**config.mk**
```make
export PLATFORM = sky130hd
export DESIGN_NAME = tmr_vec_irq
export DESIGN_NICKNAME = d
export VERILOG_FILES = /design/src/rtl/tmr_vec_pkg.sv /design/src/rtl/tmr_vec_flags.sv /design/src/rtl/tmr_vec_ctrl.sv /design/src/rtl/tmr_vec_irq.sv
export SDC_FILE = /design/constraint.sdc
export NUM_CORES = 1
export LEC_CHECK = 0
export BUFFER_PORTS_ARGS = -buffer_cell sky130_fd_sc_hd__buf_2
export CAP_MARGIN = 15
export CORE_AREA = 2 2 39 41
export DETAILED_ROUTE_END_ITERATION = 6
export DIE_AREA = 0 0 41 43
export HOLD_SLACK_MARGIN = 0.05
export PLACE_DENSITY = 0.77
export REMOVE_ABC_BUFFERS = 1
export SLEW_MARGIN = 20
export SYNTH_ARGS = -nofsm -noshare
export SYNTH_HDL_FRONTEND = slang
export SYNTH_SLANG_ARGS = --single-unit
```
**constraint.sdc**
```tcl
create_clock -name clk -period 2.6 [get_ports clk]
set_clock_uncertainty 0.15 [all_clocks]
set_input_delay 0.39 -clock clk [delete_from_list [all_inputs] [get_ports clk]]
set_output_delay 0.39 -clock clk [all_outputs]
set_load 0.03 [all_outputs]
```
**src/rtl/tmr_vec_pkg.sv**
```systemverilog
package tmr_vec_pkg;
  parameter int unsigned SHARED_SRC = 7;
  localparam int unsigned CODE_W = $clog2(2 * SHARED_SRC + 1);

  typedef struct packed {
    logic [SHARED_SRC-1:0] clrShared;
    logic                  clrCh0;
  } clr_strobe_t;
endpackage

```
**src/rtl/tmr_vec_flags.sv**
```systemverilog
module tmr_vec_flags
  import tmr_vec_pkg::*;
(
  input  logic                  clk,
  input  logic                  rst_n,
  input  logic [SHARED_SRC-1:0] setPulse,
  input  logic                  ch0Set,
  input  clr_strobe_t           strb,
  output logic [SHARED_SRC-1:0] flags,
  output logic                  ch0Flag
);
  // set has priority over clear for every source
  always_ff @(posedge clk) begin
    if (!rst_n) begin
      flags   <= '0;
      ch0Flag <= 1'b0;
    end else begin
      flags   <= (flags & ~strb.clrShared) | setPulse;
      ch0Flag <= (ch0Flag & ~strb.clrCh0) | ch0Set;
    end
  end
endmodule

```
**src/rtl/tmr_vec_ctrl.sv**
```systemverilog
module tmr_vec_ctrl
  import tmr_vec_pkg::*;
#(
  parameter int unsigned DATA_W = 16
) (
  input  logic [SHARED_SRC-1:0] flags,
  input  logic [SHARED_SRC-1:0] enMask,
  input  logic                  ch0Flag,
  input  logic                  ch0En,
  input  logic                  ch0Ack,
  input  logic                  vecRead,
  output logic [DATA_W-1:0]     vecWord,
  output logic                  shIrq,
  output logic                  ch0Irq,
  output clr_strobe_t           strb
);
  logic [SHARED_SRC-1:0] active;
  logic [SHARED_SRC-1:0] winHot;
  logic [CODE_W-1:0]     code;

  assign active = flags & enMask;

  // one-hot winner: lowest index has highest priority
  genvar g;
  generate
    for (g = 0; g < SHARED_SRC; g++) begin : g_pri
      if (g == 0) begin : g_first
        assign winHot[g] = active[g];
      end else begin : g_rest
        assign winHot[g] = active[g] & ~(|active[g-1:0]);
      end
    end
  endgenerate

  always_comb begin
    code = '0;
    for (int i = 0; i < SHARED_SRC; i++) begin
      if (winHot[i]) code = code | CODE_W'(2 * (i + 1));
    end
  end

  assign vecWord        = {{(DATA_W-CODE_W){1'b0}}, code};
  assign shIrq          = |active;
  assign ch0Irq         = ch0Flag & ch0En;
  assign strb.clrShared = vecRead ? winHot : '0;
  assign strb.clrCh0    = ch0Ack;
endmodule

```
**src/rtl/tmr_vec_irq.sv**
```systemverilog
module tmr_vec_irq
  import tmr_vec_pkg::*;
#(
  parameter int unsigned DATA_W = 16
) (
  input  logic                  clk,
  input  logic                  rst_n,
  input  logic [SHARED_SRC-1:0] setPulse,
  input  logic [SHARED_SRC-1:0] enMask,
  input  logic                  ch0Set,
  input  logic                  ch0En,
  input  logic                  ch0Ack,
  input  logic                  vecRead,
  output logic [DATA_W-1:0]     vecWord,
  output logic                  shIrq,
  output logic                  ch0Irq
);
  clr_strobe_t           strb;
  logic [SHARED_SRC-1:0] flags;
  logic                  ch0Flag;

  tmr_vec_flags u_flags (
    .clk(clk), .rst_n(rst_n), .setPulse(setPulse), .ch0Set(ch0Set),
    .strb(strb), .flags(flags), .ch0Flag(ch0Flag)
  );

  tmr_vec_ctrl #(.DATA_W(DATA_W)) u_ctrl (
    .flags(flags), .enMask(enMask), .ch0Flag(ch0Flag), .ch0En(ch0En),
    .ch0Ack(ch0Ack), .vecRead(vecRead), .vecWord(vecWord),
    .shIrq(shIrq), .ch0Irq(ch0Irq), .strb(strb)
  );
endmodule

```
==> results.cfg <==
[yosys]
netlist_area_um2 = 514
ys_seq_area_share_pct = 31.1
synth.distinct_cells = 20
synth_top_area_share_pct = 31.1
syn_inst = 64
synth_area_leaders = dfxtp_1 31%, buf_4 19%, o21a_1 8.8%, nand2_1 7.3%, a41oi_1 3.4%
yosysTopAreaCell = dfxtp_1
ys_warn_count = 0
synth-seq-cells = 8
syn_area_per_cell_um2 = 8.04

[setup_path]
r2r_setup_slack_ns = 1.11
crit_required_ns = 2.06
r2r-end = u_flags.flags[6]$_SDFF_PN0_
worstSetupStartpointType = register
crit_path_end_kind = output port
cp_max_fo = 4
reg2reg_depth = 3
critPathKind = register to output port
r2r_start = u_flags.flags[3]$_SDFF_PN0_
worstPathArrival_ns = 1.75

[sta]
rsz0062_at_grt = no
max_freq_mhz = 436
hold_viol_final = 0
tns_ns = 0
fin_ws_ns = 0.305
relSlewSlack_pct = 64.7
period_minus_slack_ns = 2.29
setup_viol = 0
slew_violations = 0
min_period_over_period_pct = 88.3
worst_slew_pin_slew_ns = 0.529

[status]
status = finished, final reports clean

[routing]
route.detailed.drc = 0
antenna_left = 0
drtPass1Iterations = 4
wl_per_cell_um = 9.83
vias_per_cell = 4.82
drt_first_iter_violations = 6
vias = 516
routed_wl_mm = 1.05

[power_and_ir_drop]
power.leakage_uw = 0.000317
p_per_area_nw_per_um2 = 541
ir_drop_uv = 284
finalPower_uw = 342

[cts]
clock_path_buffers = 2
cts_resized = 0
clock_latency_ns = 0.25
cts_tree = built
clk_pin_slew_ns = 0.05
cts-buffers-inserted = 3
clock_sinks = 8
cts-root-buf = clkbuf_4
htree_levels = 1
ctsHoldBuffers = 0
cts_setup_buffers = 0

[placement]
place_congestion = 0.719
numPortBuffers = 24
dpl.hpwl_um = 876
place_area_um2 = 609
dp.cells = 104
pre_cts_ws_ns = 0.394

[floorplanning]
die_w_um = 41
dieArea_um2 = 1760
pin_count = 38
die_h_um = 43
rows = 14
start_util_pct = 37.2
core-area_um2 = 1380

[layout]
finalInstanceArea_um2 = 632
finalNetCount = 113
n_fill_cell = 157
fin_cells = 107
layout_common_cells = 24 x buf_2, 13 x conb_1, 10 x nand2_1
num_antenna_cells = 0
final_common_cell = buf_2
drive_gt1_share_pct = 30.8
area_growth_pct = 22.9

[global_route]
antenna_found_initial = 0
grt_util_met2_pct = 18.1
grt-ovfl-total = 0
met3_usage_pct = 4.71
busiest_layer = met1
grt_max_degree = 9
met1_usage_pct = 19.1
grt_pass1_wl_mm = 1.63
first_global_vias = 409
grt_usage_pct = 13.9

[min_path]
hp-start = ch0Set
hold_path.class = input pin to register
hold_depth = 2
worstHoldEndpoint = u_flags.ch0Flag$_SDFF_PN0_

[flow_run]
max_cap_violations = 0
state kept, by name (all words and copies together), names as in the netlist:
| name | count |
|---|---|
| u_flags.flags | 7 |
| u_flags.ch0Flag | 1 |
cells by family after synthesis:
logic type	Yosys count	share of synthesized area, %
compound gates	21	30.9
buf+inv	17	21.9
flops	8	31.1
other cells	1	0.729
simple gates	17	15.3
routing by layer:
metal	share of wire, %	up-vias
li1	-	264
met1	46	217
met2	41	33
met3	12	2
met4	0.38	0
met5	0	-
through the flow:
step	hold WS [ns]	utilization (%)
after global routing	0.194	45.7
after detailed placement	0.379	44.0
final	0.195	45.7
after CTS	0.188	45.7
after floorplan	0.345	-
after global placement	0.364	44.0
critical path, stage by stage, from the launching register on:
cell      delay (ns)
dfxtp_1         0.32
a222oi_1        0.53
a32oi_1         0.22
o221ai_1        0.21
buf_2           0.23
report_power, final:
group / total (uW) / internal (uW) / switching, uW
logic: 111 / 36.2 / 75.0
clock network: 91.9 / 52.6 / 39.3
registers: 139 / 132 / 6.78
worst max-delay path by stage:
| stage | to | slack [ns] | from |
|---|---|---|---|
| after detailed placement | vecWord[2] | 0.39 | enMask[3] |
| after global routing | vecWord[2] | 0.15 | u_flags.flags[3]$_SDFF_PN0_ |
| after global placement | vecWord[2] | 0.45 | enMask[3] |
| after CTS | vecWord[2] | 0.29 | u_flags.flags[3]$_SDFF_PN0_ |
| after floorplan | vecWord[1] | 0.48 | enMask[3] |
| final | vecWord[2] | 0.31 | u_flags.flags[3]$_SDFF_PN0_ |
final cells by class:
| type | count | area [um^2] | area share (%) |
|---|---|---|---|
| clock buffers | 3 | 22.5 | 3.56 |
| inverters | 4 | 15.0 | 2.38 |
| multi-input cells | 51 | 287 | 45.3 |
| flip-flops and latches | 8 | 160 | 25.3 |
| well taps | 16 | 20.0 | 3.17 |
| repair buffers | 25 | 128 | 20.2 |
cells in the mapped netlist:
cell type	count
a21boi_0	1
a21oi_1	2
a222oi_1	1
a22oi_1	1
a31oi_1	2
a32oi_1	1
a41oi_1	2
and2_1	1
buf_4	13
conb_1	1
dfxtp_1	8
inv_1	4
nand2_1	10
nand3_1	2
nand4_1	2
nor2b_1	2
o21a_1	6
o21ai_0	1
o221ai_1	2
o31a_1	2
Power figures use the tool's default switching activity.
